`config.mk`:
```
export PLATFORM = sky130hd
export DESIGN_NAME = clkout_park_gate
export DESIGN_NICKNAME = d
export VERILOG_FILES = /design/src/rtl/clkpg_pkg.sv /design/src/rtl/pg_ctrl.sv /design/src/rtl/se_lane.sv /design/src/rtl/df_lane.sv /design/src/rtl/clkout_park_gate.sv
export SDC_FILE = /design/constraint.sdc
export NUM_CORES = 1
export LEC_CHECK = 0
export BUFFER_PORTS_ARGS = -buffer_cell sky130_fd_sc_hd__buf_2
export CAP_MARGIN = 40
export CELL_PAD_IN_SITES_DETAIL_PLACEMENT = 1
export CELL_PAD_IN_SITES_GLOBAL_PLACEMENT = 1
export CORE_MARGIN = 5
export CORE_UTILIZATION = 33
export CTS_CLUSTER_DIAMETER = 100
export CTS_CLUSTER_SIZE = 24
export DETAILED_ROUTE_END_ITERATION = 8
export GPL_ROUTABILITY_DRIVEN = 0
export PLACE_DENSITY_LB_ADDON = 0.1
export SETUP_SLACK_MARGIN = 0.3
export SLEW_MARGIN = 20
export SYNTH_ARGS = -nofsm -noshare
export SYNTH_HDL_FRONTEND = slang
export SYNTH_SLANG_ARGS = --single-unit
export TNS_END_PERCENT = 1
```
`constraint.sdc`:
```
create_clock -name clk -period 1.5 [get_ports clk]
set_clock_uncertainty 0.05 [all_clocks]
set_input_delay 0.15 -clock clk [delete_from_list [all_inputs] [get_ports clk]]
set_output_delay 0.15 -clock clk [all_outputs]
set_load 0.005 [all_outputs]
```
`src/rtl/clkpg_pkg.sv`:
```
package clkpg_pkg;
  typedef enum logic [1:0] {
    PG_RUN      = 2'd0,
    PG_DOWN     = 2'd1,
    PG_WAITLOCK = 2'd2,
    PG_ALIGN    = 2'd3
  } pg_state_e;
endpackage

```
`src/rtl/pg_ctrl.sv`:
```
module pg_ctrl
  import clkpg_pkg::*;
(
  input  logic clk,
  input  logic rst_n,
  input  logic smp_clk,
  input  logic pci_ref,
  input  logic pd_req,
  input  logic pll_lock,
  output logic pd_active
);
  pg_state_e st_q, st_d;
  logic smp_q, pci_q, seen_q, seen_d;
  logic rise_smp, rise_pci;

  assign rise_smp = smp_clk & ~smp_q;
  assign rise_pci = pci_ref & ~pci_q;

  always_comb begin
    st_d   = st_q;
    seen_d = 1'b0;
    case (st_q)
      PG_RUN: begin
        seen_d = seen_q;
        if (rise_smp) begin
          if (pd_req && seen_q) begin
            st_d   = PG_DOWN;
            seen_d = 1'b0;
          end else begin
            seen_d = pd_req;
          end
        end
      end
      PG_DOWN:     if (!pd_req)  st_d = PG_WAITLOCK;
      PG_WAITLOCK: if (pll_lock) st_d = PG_ALIGN;
      PG_ALIGN:    if (rise_pci) st_d = PG_RUN;
      default:     st_d = PG_RUN;
    endcase
  end

  always_ff @(posedge clk or negedge rst_n) begin
    if (!rst_n) begin
      st_q   <= PG_RUN;
      seen_q <= 1'b0;
      smp_q  <= 1'b0;
      pci_q  <= 1'b0;
    end else begin
      st_q   <= st_d;
      seen_q <= seen_d;
      smp_q  <= smp_clk;
      pci_q  <= pci_ref;
    end
  end

  assign pd_active = (st_q != PG_RUN);

  // parking starts only after a second qualifying sample
  p_two_samples_r2: assert property (@(posedge clk) disable iff (!rst_n)
    $rose(pd_active) |-> $past(pd_req && seen_q && smp_clk && !smp_q));

  // no progress toward restart without lock
  p_hold_lock_r9: assert property (@(posedge clk) disable iff (!rst_n)
    (st_q == PG_WAITLOCK && !pll_lock) |=> (st_q == PG_WAITLOCK));

  // restart only on a PCI rising edge
  p_exit_on_pci_r9: assert property (@(posedge clk) disable iff (!rst_n)
    $fell(pd_active) |-> $past(pci_ref && !pci_q));
endmodule

```
`src/rtl/se_lane.sv`:
```
module se_lane (
  input  logic clk,
  input  logic rst_n,
  input  logic src,
  input  logic park_req,
  output logic out
);
  logic run_q, run_d, out_q, out_d, upd_en;

  assign upd_en = ~src;

  always_comb begin
    run_d = run_q;
    if (upd_en) run_d = ~park_req;
    out_d = src & run_q;
  end

  always_ff @(posedge clk or negedge rst_n) begin
    if (!rst_n) begin
      run_q <= 1'b1;
      out_q <= 1'b0;
    end else begin
      run_q <= run_d;
      out_q <= out_d;
    end
  end

  assign out = out_q;

  // the gate moves only while the source is low
  p_gate_moves_low_r3: assert property (@(posedge clk) disable iff (!rst_n)
    !$stable(run_q) |-> !$past(src));

  // a parked lane cannot raise its output
  p_parked_low_r3: assert property (@(posedge clk) disable iff (!rst_n)
    !run_q |=> !out_q);
endmodule

```
`src/rtl/df_lane.sv`:
```
module df_lane (
  input  logic clk,
  input  logic rst_n,
  input  logic t_in,
  input  logic c_in,
  input  logic en,
  input  logic park_req,
  input  logic tri_park,
  output logic t_out,
  output logic c_out,
  output logic t_oe,
  output logic c_oe
);
  logic run_q, run_d, cprev_q, c_fall;
  logic t_q, c_q, toe_q, coe_q;
  logic t_d, c_d, toe_d, coe_d;

  assign c_fall = cprev_q & ~c_in;

  always_comb begin
    run_d = run_q;
    if (c_fall) run_d = ~park_req;
    if (!en) begin
      t_d = 1'b0; c_d = 1'b0; toe_d = 1'b0; coe_d = 1'b0;
    end else if (run_q) begin
      t_d = t_in; c_d = c_in; toe_d = 1'b1; coe_d = 1'b1;
    end else begin
      t_d = ~tri_park; toe_d = ~tri_park; c_d = 1'b0; coe_d = 1'b0;
    end
  end

  always_ff @(posedge clk or negedge rst_n) begin
    if (!rst_n) begin
      run_q   <= 1'b1;
      cprev_q <= 1'b0;
      t_q     <= 1'b0;
      c_q     <= 1'b0;
      toe_q   <= 1'b0;
      coe_q   <= 1'b0;
    end else begin
      run_q   <= run_d;
      cprev_q <= c_in;
      t_q     <= t_d;
      c_q     <= c_d;
      toe_q   <= toe_d;
      coe_q   <= coe_d;
    end
  end

  assign t_out = t_q;
  assign c_out = c_q;
  assign t_oe  = toe_q;
  assign c_oe  = coe_q;

  // run state changes only on a complement falling edge
  p_df_turn_r4: assert property (@(posedge clk) disable iff (!rst_n)
    !$stable(run_q) |-> $past(cprev_q && !c_in));

  // a parked pair never drives its complement
  p_park_comp_hiz_r4: assert property (@(posedge clk) disable iff (!rst_n)
    !run_q |=> !coe_q);

  // a disabled pair is fully released
  p_disabled_hiz_r8: assert property (@(posedge clk) disable iff (!rst_n)
    !en |=> (!toe_q && !coe_q));
endmodule

```
`src/rtl/clkout_park_gate.sv`:
```
module clkout_park_gate #(
  parameter int N_SE   = 8,
  parameter int N_DIFF = 8
) (
  input  logic              clk,
  input  logic              rst_n,
  input  logic [N_SE-1:0]   se_clk_in,
  input  logic [N_DIFF-1:0] df_t_in,
  input  logic [N_DIFF-1:0] df_c_in,
  input  logic              cpu_c_smp,
  input  logic              pci_ref,
  input  logic              pd_req,
  input  logic              pll_lock,
  input  logic              sw_run,
  input  logic [N_SE-1:0]   se_en,
  input  logic [N_SE-1:0]   se_stop_en,
  input  logic [N_DIFF-1:0] df_en,
  input  logic [N_DIFF-1:0] df_stop_en,
  input  logic [N_DIFF-1:0] df_pd_tri,
  input  logic              df_stop_tri,
  output logic [N_SE-1:0]   se_clk_out,
  output logic [N_DIFF-1:0] df_t_out,
  output logic [N_DIFF-1:0] df_c_out,
  output logic [N_DIFF-1:0] df_t_oe,
  output logic [N_DIFF-1:0] df_c_oe
);
  logic pd_active;
  logic [N_SE-1:0]   se_park;
  logic [N_DIFF-1:0] df_park, df_tri;

  pg_ctrl u_ctrl (
    .clk      (clk),
    .rst_n    (rst_n),
    .smp_clk  (cpu_c_smp),
    .pci_ref  (pci_ref),
    .pd_req   (pd_req),
    .pll_lock (pll_lock),
    .pd_active(pd_active)
  );

  assign se_park = {N_SE{pd_active}} | ({N_SE{~sw_run}} & se_stop_en) | ~se_en;
  assign df_park = {N_DIFF{pd_active}} | ({N_DIFF{~sw_run}} & df_stop_en);
  assign df_tri  = pd_active ? df_pd_tri : {N_DIFF{df_stop_tri}};

  for (genvar i = 0; i < N_SE; i++) begin : g_se
    se_lane u_se (
      .clk     (clk),
      .rst_n   (rst_n),
      .src     (se_clk_in[i]),
      .park_req(se_park[i]),
      .out     (se_clk_out[i])
    );
  end

  for (genvar j = 0; j < N_DIFF; j++) begin : g_df
    df_lane u_df (
      .clk     (clk),
      .rst_n   (rst_n),
      .t_in    (df_t_in[j]),
      .c_in    (df_c_in[j]),
      .en      (df_en[j]),
      .park_req(df_park[j]),
      .tri_park(df_tri[j]),
      .t_out   (df_t_out[j]),
      .c_out   (df_c_out[j]),
      .t_oe    (df_t_oe[j]),
      .c_oe    (df_c_oe[j])
    );
  end

  // nothing is driven while reset is low
  always_comb begin
    if (!rst_n) begin
      a_reset_quiet_r1: assert ((se_clk_out == '0) && (df_t_oe == '0) && (df_c_oe == '0));
    end
  end
endmodule

```
==> reports/metrics.yaml, run 1 <==
floorplan:
  dieArea_um2: 10900
  io_pins: 112
  rows: 34
  core_um2: 8680
  start_util_pct: 33.8
  die_h_um: 104
  die_w_um: 104
clock_network:
  clk_path_buf_depth: 2
  cts-root-buf: "clkbuf_8"
  htree_levels: 3
  cts_made_buffers: 9
  clk_latency_ns: 0.33
  clock-sinks: 69
  clk_transition_reported_paths_ns: 0.07
  cts_tree: "done"
cells_and_area:
  multi_input_area_um2: 852
  final_common_cell: "buf_2"
  final_cell_mix: "111 x buf_2, 53 x dfrtp_1, 47 x dlygate4sd3_1"
  syn2layout_area_growth_pct: 41.2
  fin_nets: 455
  instances_no_fill: 491
  antenna_cells: 0
  utilization_pct: 47.6
  fillCellCount: 956
  seqCellArea_um2: 1750
  drive_above_1_share_pct: 43.9
synth:
  synth_warnings: 0
  syn_inst: 247
  synth-seq-cells: 69
  synth_simple_gate_area_share_pct: 11.3
  synthAdderAreaFrac_pct: 2.14
  synth_cell_types: 28
  synth_top_family_by_area: "buffers and inverters"
  synth_mux_area_share_pct: 0.854
  syn_area_um2: 2930
  synth_compound_area_share_pct: 12.1
  synthXorXnorAreaFrac_pct: 0
  syn-num-nets: 324
  ys_seq_area_share_pct: 59.6
  avgSynthCellArea_um2: 11.9
sta:
  holdWs_ns: 0.0230
  setup_violations: 8
  slew_headroom_pct: 74.6
  worst_slew_pin_slew_ns: 0.381
  max_freq_mhz: 616
  hold_viol: 0
  slew_viol_final: 0
  min_period_over_period_pct: 108
  fin_ws_ns: -0.124
  rsz0062_at_grt: "true"
  fin_crit_ns: 1.62
critical_path:
  start_kind: "flop"
  worstPathMaxFanout: 3
  arrival_ns: 1.79
  rr_worst_depth: 5
  critPathKind: "flop to flop"
  crit_required_ns: 1.67
  critPathCaptureType: "flop"
route:
  post_drt_wl_per_cell_um: 14.5
  routed_wl_mm: 7.14
  via_per_inst: 4.32
  drt_iter0_markers: 27
  drc_errors: 0
  first_pass_iters: 5
  vias: 2121
  ant_nets: 0
placed_design:
  io_buffers: 111
  hpwl_mm: 4.67
  dp_slack_ns: -0.170
  place_inst: 427
power:
  ir_drop_mv: 0.852
  finalPower_uw: 5850
  p_leak_uw: 0.00211
  p_per_area_nw_per_um2: 1410
global_route:
  antenna_found_initial: 0
  grt_pass1_vias: 2416
  grt_max_degree: 70
  grt.overflow.total: 0
  grtUsageTotal_pct: 14.1
  grt_pass1_wl_mm: 12.2
job:
  max-cap-violations: 0
status:
  violations: "negative setup slack"
  status: "finished with violations"
worst_hold_path:
  min_path_type: "input port to flop"
  hold_depth: 3
==> cells by family after synthesis <==
family | after synthesis
AO/OA/AOI/OAI | 51
flip-flops | 69
AND/OR/NAND/NOR | 56
buffers and inverters | 64
adder cells (fa/ha/maj) | 5
multiplexers | 2
==> power by group <==
group / switching, uW / total [uW] / internal (uW) / leakage [uW]
logic: 769 / 1640 / 869 / 0.00114
registers: 181 / 2510 / 2330 / 0.000852
clock network: 718 / 1700 / 979 / 0.000112
total: 1670 / 5850 / 4180 / 0.00211
==> per-layer routing <==
| metal | up-vias | GRT usage, % | part of all wire (%) | wire (um) |
|---|---|---|---|---|
| li1 | 1036 | - | - | - |
| met1 | 1001 | 17.1 | 42 | 3000 |
| met2 | 68 | 23.6 | 51 | 3630 |
| met3 | 16 | 3.41 | 5.0 | 355 |
| met4 | 0 | 6.20 | 2.1 | 152 |
| met5 | - | 0 | 0 | 0 |
==> worst paths after layout <==
check / from / end / slack [ns]
worst min-delay path: df_stop_en[7] / g_df[7].u_df.run_q$_DFFE_PN1P_ / 0.02
min in group asynchronous: rst_n / u_ctrl.pci_q$_DFF_PN0_ / 0.31
worst max register to register: u_ctrl.st_q[0]$_DFFE_PN0P_ / u_ctrl.st_q[1]$_DFFE_PN0P_ / -0.12
max in group asynchronous: rst_n / g_df[6].u_df.run_q$_DFFE_PN1P_ / 0.74
worst max-delay path: u_ctrl.st_q[0]$_DFFE_PN0P_ / u_ctrl.st_q[1]$_DFFE_PN0P_ / -0.12
worst min register to register: g_df[1].u_df.cprev_q$_DFF_PN0_ / g_df[1].u_df.run_q$_DFFE_PN1P_ / 0.45
==> per-stage QoR <==
step           TNS, ns  cell area [um^2]
6_report        -0.333              4140
5_1_grt          -1.11              4140
4_1_cts         -0.324              4110
3_5_place_dp     -1.43              3360
3_3_place_gp    -0.689              3360
2_1_floorplan        0              2930
==> what timing repair did <==
item                                    4_1_cts  5_1_grt
hold buffers                                 47        0
buffers inserted                              1        0
endpoints found under the hold margin       102        0
cloned                                        0        0
gates resized for setup                       9        6
pin swaps                                     4        2
endpoints found under the setup margin       35       34
==> registers in the layout, summed over array words and instances (netlist names) <==
signal / cells
g_df.u_df.t_oe: 8
g_df.u_df.run_q: 8
u_ctrl.smp_q: 1
g_df.u_df.t_out: 8
g_df.u_df.c_out: 8
g_se.u_se.run_q: 8
g_df.u_df.c_oe: 8
u_ctrl.seen_q: 1
u_ctrl.pci_q: 1
g_df.u_df.cprev_q: 8
u_ctrl.st_q: 2
g_se.u_se.out: 8
==> Yosys cell counts (all sizes together) <==
cell	instances	area, um^2
dfrtp	53	1330
buf	43	328
inv	20	77.6
and2	17	106
dfstp	16	420
nand2b	10	62.6
a21oi	9	48.8
o21ai	9	45.0
a21boi	8	60.1
and3	8	50.1
nand3	8	40.0
nor2b	8	50.1
o21a	8	60.1
o21bai	8	60.1
o41ai	8	70.1
ha	5	62.6
nand2	2	7.51
nor2	2	7.51
a222oi	1	10.0
clkbuf	1	3.75
mux2	1	15.0
mux2i	1	10.0
nor3b	1	7.51
==> area by class of cell <==
type	count	area share [%]
repair buffers	164	26.6
well taps	108	3.27
clock inverters	6	2.09
inverters	20	1.88
multi-input cells	114	20.6
flip-flops and latches	69	42.2
clock buffers	10	3.33
==> critical path: stages (launching register included) <==
cell and delay (ns):
dfrtp_1 0.43, buf_6 0.14, ha_4 0.14, a222oi_1 0.30, nand2_1 0.15, mux2_4 0.31
Note: power is estimated with default switching activity, not from simulation.
==> inputs of run 2 (changes only) <==
Settings changed: CTS_CLUSTER_SIZE 24 to 25, SETUP_SLACK_MARGIN 0.3 to default.
==> reports/metrics.yaml, run 2 (synthesized netlist as in run 1, its figures left out) <==
status:
  status: "finished with violations"
  violations: "negative setup slack"
sta:
  fin_ws_ns: -0.0774
  slew_viol_final: 0
  fin_crit_ns: 1.58
  max_freq_mhz: 634
  hold_viol: 0
  setup_violations: 8
  min_period_over_period_pct: 105
  worst_slew_pin_slew_ns: 0.370
  rsz0062_at_grt: "true"
  slew_headroom_pct: 75.4
cells_and_area:
  syn2layout_area_growth_pct: 36.2
  drive_above_1_share_pct: 42.0
  final_cell_mix: "110 x buf_2, 53 x dfrtp_1, 42 x dlygate4sd3_1"
  antenna_cells: 0
  final_common_cell: "buf_2"
  instances_no_fill: 487
  fin_nets: 452
  utilization_pct: 46.0
route:
  routed_wl_mm: 6.91
  via_per_inst: 4.28
  first_pass_iters: 4
  vias: 2082
  dr.max_layer_used: "met4"
  ant_nets: 0
  wirelength_met1_mm: 2.88
  post_drt_wl_per_cell_um: 14.2
  drt_iter0_markers: 20
  wl_met3_um: 391
  wl_met2_mm: 3.56
  drc_errors: 0
job:
  max-cap-violations: 0
critical_path:
  r2r_start: "u_ctrl.st_q[1]$_DFFE_PN0P_"
  worstPathMaxFanout: 4
  r2r_end: "u_ctrl.st_q[1]$_DFFE_PN0P_"
  start_kind: "flop"
  r2r_slack_ns: -0.08
  arrival_ns: 1.74
  critPathKind: "flop to flop"
  critPathCaptureType: "flop"
  rr_worst_depth: 5
  crit_required_ns: 1.66
global_route:
  grtUsageTotal_pct: 13.1
  grt_pass1_wl_mm: 11.4
  grt.overflow.total: 0
  grt_max_degree: 70
  grt_pass1_vias: 2356
  antenna_found_initial: 0
power:
  pwr-share-comb_pct: 27.8
  power.internal_uw: 3890
  finalPower_uw: 5450
  p_leak_uw: 0.00205
  p_clk_share_pct: 25.8
  p_switching_uw: 1560
  swShare_pct: 28.6
  p_per_area_nw_per_um2: 1370
  ir_drop_mv: 0.928
  p_seq_share_pct: 46.3
floorplan:
  io_pins: 112
  core_um2: 8680
  die_w_um: 104
  die_h_um: 104
  rows: 34
  dieArea_um2: 10900
  start_util_pct: 33.8
clock_network:
  cts-root-buf: "clkbuf_8"
  clk_latency_ns: 0.32
  htree_levels: 3
  clock-sinks: 69
  cts_made_buffers: 9
  clk_path_buf_depth: 2
  clk_transition_reported_paths_ns: 0.07
  cts_tree: "done"
worst_hold_path:
  hold_depth: 2
  min_path_type: "input port to flop"
  hold_end: "g_df[4].u_df.c_oe$_DFF_PN0_"
  hp-start: "df_en[4]"
placed_design:
  place_inst: 428
  io_buffers: 111
  dp_slack_ns: -0.132
  hpwl_mm: 4.80
==> run 2: how the worst max path moves through the flow <==
stage	slack (ns)	end	start
final	-0.08	u_ctrl.st_q[1]$_DFFE_PN0P_	u_ctrl.st_q[1]$_DFFE_PN0P_
after global routing	-0.15	u_ctrl.st_q[1]$_DFFE_PN0P_	u_ctrl.st_q[1]$_DFFE_PN0P_
after CTS	-0.08	u_ctrl.st_q[1]$_DFFE_PN0P_	u_ctrl.st_q[0]$_DFFE_PN0P_
after detailed placement	-0.13	g_df[1].u_df.t_out$_DFF_PN0_	u_ctrl.st_q[0]$_DFFE_PN0P_
after global placement	-0.10	g_df[1].u_df.t_out$_DFF_PN0_	u_ctrl.st_q[0]$_DFFE_PN0P_
after floorplan	0.003	u_ctrl.st_q[1]$_DFFE_PN0P_	u_ctrl.st_q[0]$_DFFE_PN0P_
==> run 2: through the flow <==
step                area [um^2]  hold WS (ns)  TNS [ns]
finish                     3990        0.0192    -0.180
global route               3990        0.0123    -0.875
CTS                        3970      0.000191    -0.227
detailed placement         3350         0.138     -1.04
global placement           3350         0.139    -0.701
floorplan                  2930        -0.196         0
==> run 2: cell type report <==
cell class                 instances  area [um^2]
clock buffer                      10          128
sequential                        69         1750
tap                              108          135
clock inverter                     5         52.6
inverter                          20         77.6
fill                             964         4690
timing repair buffer             161         1050
multi-input combinational        114          800
==> run 2: what timing repair did <==
action | in CTS | in global routing
pin swaps | 1 | 2
endpoints found under the setup margin | 16 | 10
hold buffers | 42 | 0
gates resized for setup | 4 | 3
gates cloned | 0 | 0
buffers inserted | 1 | 1
endpoints found under the hold margin | 95 | 0
==> run 2: routing by layer <==
metal	track usage, %	up-vias
met3	3.79	8
li1	-	1030
met2	22.6	59
met5	0	-
met1	15.3	985
met4	5.27	0
==> run 2: power by group through the flow <==
stage               sequential, uW  clock, uW  combinational, uW
global placement              2550          0               1360
global route                  2580       1560               1690
CTS                           2530       1480               1520
detailed placement            2560          0               1380
finish                        2520       1410               1520
floorplan                     2500          0               1080
==> run 2: worst max-delay path: stages (launching register included) <==
cell and delay, ns:
dfrtp_1 0.41, inv_2 0.09, ha_2 0.18, a222oi_1 0.30
nand2_1 0.14, mux2_4 0.31
==> inputs of run 3 (changes only) <==
Settings changed: CORE_MARGIN 5 to 2, GPL_TIMING_DRIVEN from default to 0.
Clock period 1.5 ns to 1.4 ns, I/O delays scaled along.
==> reports/metrics.yaml, run 3 (synthesized netlist as in run 1, its figures left out) <==
floorplan:
  core_um2: 8680
  io_pins: 112
  rows: 34
  start_util_pct: 33.8
  dieArea_um2: 9650
  die_h_um: 98.2
  die_w_um: 98.2
cells_and_area:
  antenna_cells: 0
  utilization_pct: 51.5
  syn2layout_area_growth_pct: 52.5
  fin_nets: 496
  fillCellCount: 965
  instances_no_fill: 532
  final_cell_mix: "110 x buf_2, 53 x dfrtp_1, 45 x dlygate4sd3_1"
  seqCellArea_um2: 1750
  multi_input_area_um2: 878
  final_common_cell: "buf_2"
  drive_above_1_share_pct: 50.0
global_route:
  grt_use_met1_pct: 19.9
  grt.met2_usage_pct: 27.7
  grtUsageTotal_pct: 16.4
  antenna_found_initial: 0
  grt.overflow.total: 0
  grt_pass1_vias: 2550
  grt_pass1_wl_mm: 12.4
  grt_util_met3_pct: 4.87
  top_usage_layer: "met2"
  grt_max_degree: 44
clock_network:
  cts_tree: "done"
  clk_path_buf_depth: 2
  clk_transition_reported_paths_ns: 0.07
  htree_levels: 3
  cts_made_buffers: 9
  clk_latency_ns: 0.33
  cts-root-buf: "clkbuf_8"
  clock-sinks: 69
route:
  drc_errors: 0
  vias: 2319
  first_pass_iters: 7
  ant_nets: 0
  drt_iter0_markers: 18
  routed_wl_mm: 7.06
  via_per_inst: 4.36
  post_drt_wl_per_cell_um: 13.3
critical_path:
  arrival_ns: 1.85
  r2r_slack_ns: -0.28
  crit_required_ns: 1.57
  critPathCaptureType: "flop"
  worstPathMaxFanout: 3
  start_kind: "flop"
  critPathKind: "flop to flop"
worst_hold_path:
  min_path_type: "input port to flop"
sta:
  fin_ws_ns: -0.278
  slew_headroom_pct: 68.1
  worst_slew_pin_slew_ns: 0.479
  setup_tns_ns: -1.41
  hold_viol: 0
  setup_violations: 16
  slew_viol_final: 0
  max_freq_mhz: 596
  holdWs_ns: 0.0146
  fin_crit_ns: 1.68
  min_period_over_period_pct: 120
  rsz0062_at_grt: "true"
job:
  max-cap-violations: 0
status:
  status: "finished with violations"
  violations: "negative setup slack"
placed_design:
  hpwl_mm: 4.73
  place_inst: 467
  io_buffers: 111
  dp_slack_ns: -0.296
power:
  p_per_area_nw_per_um2: 1470
  ir_drop_mv: 0.637
  p_leak_uw: 0.00234
==> run 3: metrics by stage <==
stage | power, uW | instance area, um^2
finish | 6570 | 4470
global route | 7040 | 4470
CTS | 6660 | 4450
detailed placement | 4540 | 3650
global placement | 4470 | 3620
floorplan | 3840 | 2930
==> run 3: worst paths after layout <==
kind                                                 from                        endpoint  cells after the start
max reg2reg                    u_ctrl.st_q[1]$_DFFE_PN0P_      u_ctrl.st_q[1]$_DFFE_PN0P_                      5
min reg2reg                g_df[3].u_df.cprev_q$_DFF_PN0_  g_df[3].u_df.run_q$_DFFE_PN1P_                      2
min in group asynchronous                           rst_n      u_ctrl.st_q[0]$_DFFE_PN0P_                      2
min                                         se_stop_en[5]  g_se[5].u_se.run_q$_DFFE_PN1N_                      4
max in group asynchronous                           rst_n  g_df[3].u_df.run_q$_DFFE_PN1P_                      3
max                            u_ctrl.st_q[1]$_DFFE_PN0P_      u_ctrl.st_q[1]$_DFFE_PN0P_                      5
==> run 3: routing by layer <==
| metal | vias up | share of wire, % |
|---|---|---|
| li1 | 1124 | - |
| met1 | 1124 | 41 |
| met2 | 64 | 52 |
| met3 | 7 | 5.8 |
| met4 | 0 | 1.1 |
| met5 | - | 0 |
==> run 3: critical path, cell delays in order (launching register included) <==
cell and delay [ns]:
dfrtp_1 0.40, buf_4 0.15, ha_2 0.17, a222oi_1 0.32
nand2_1 0.16, mux2_4 0.32
==> run 3: power breakdown <==
group	total [uW]	internal (uW)	leakage [uW]	switching, uW
combinational	2210	1260	0.00139	952
sequential	2700	2500	0.000852	196
clock	1660	920	0.000102	743
total	6570	4680	0.00234	1890
==> run 3: area by class of cell <==
cell class	instances	share of cell area (%)
buffer	44	7.85
clock buffer	11	3.39
clock inverter	5	1.32
inverter	20	1.85
multi-input combinational	114	19.7
sequential	69	39.1
tap	108	3.03
timing repair buffer	161	23.8
==> run 3: timing repair <==
item,in CTS,in global routing
pin swaps,9,2
hold buffers,45,0
endpoints found under the hold margin,82,0
endpoints found under the setup margin,27,24
resized for setup,21,3
buffers inserted,4,0
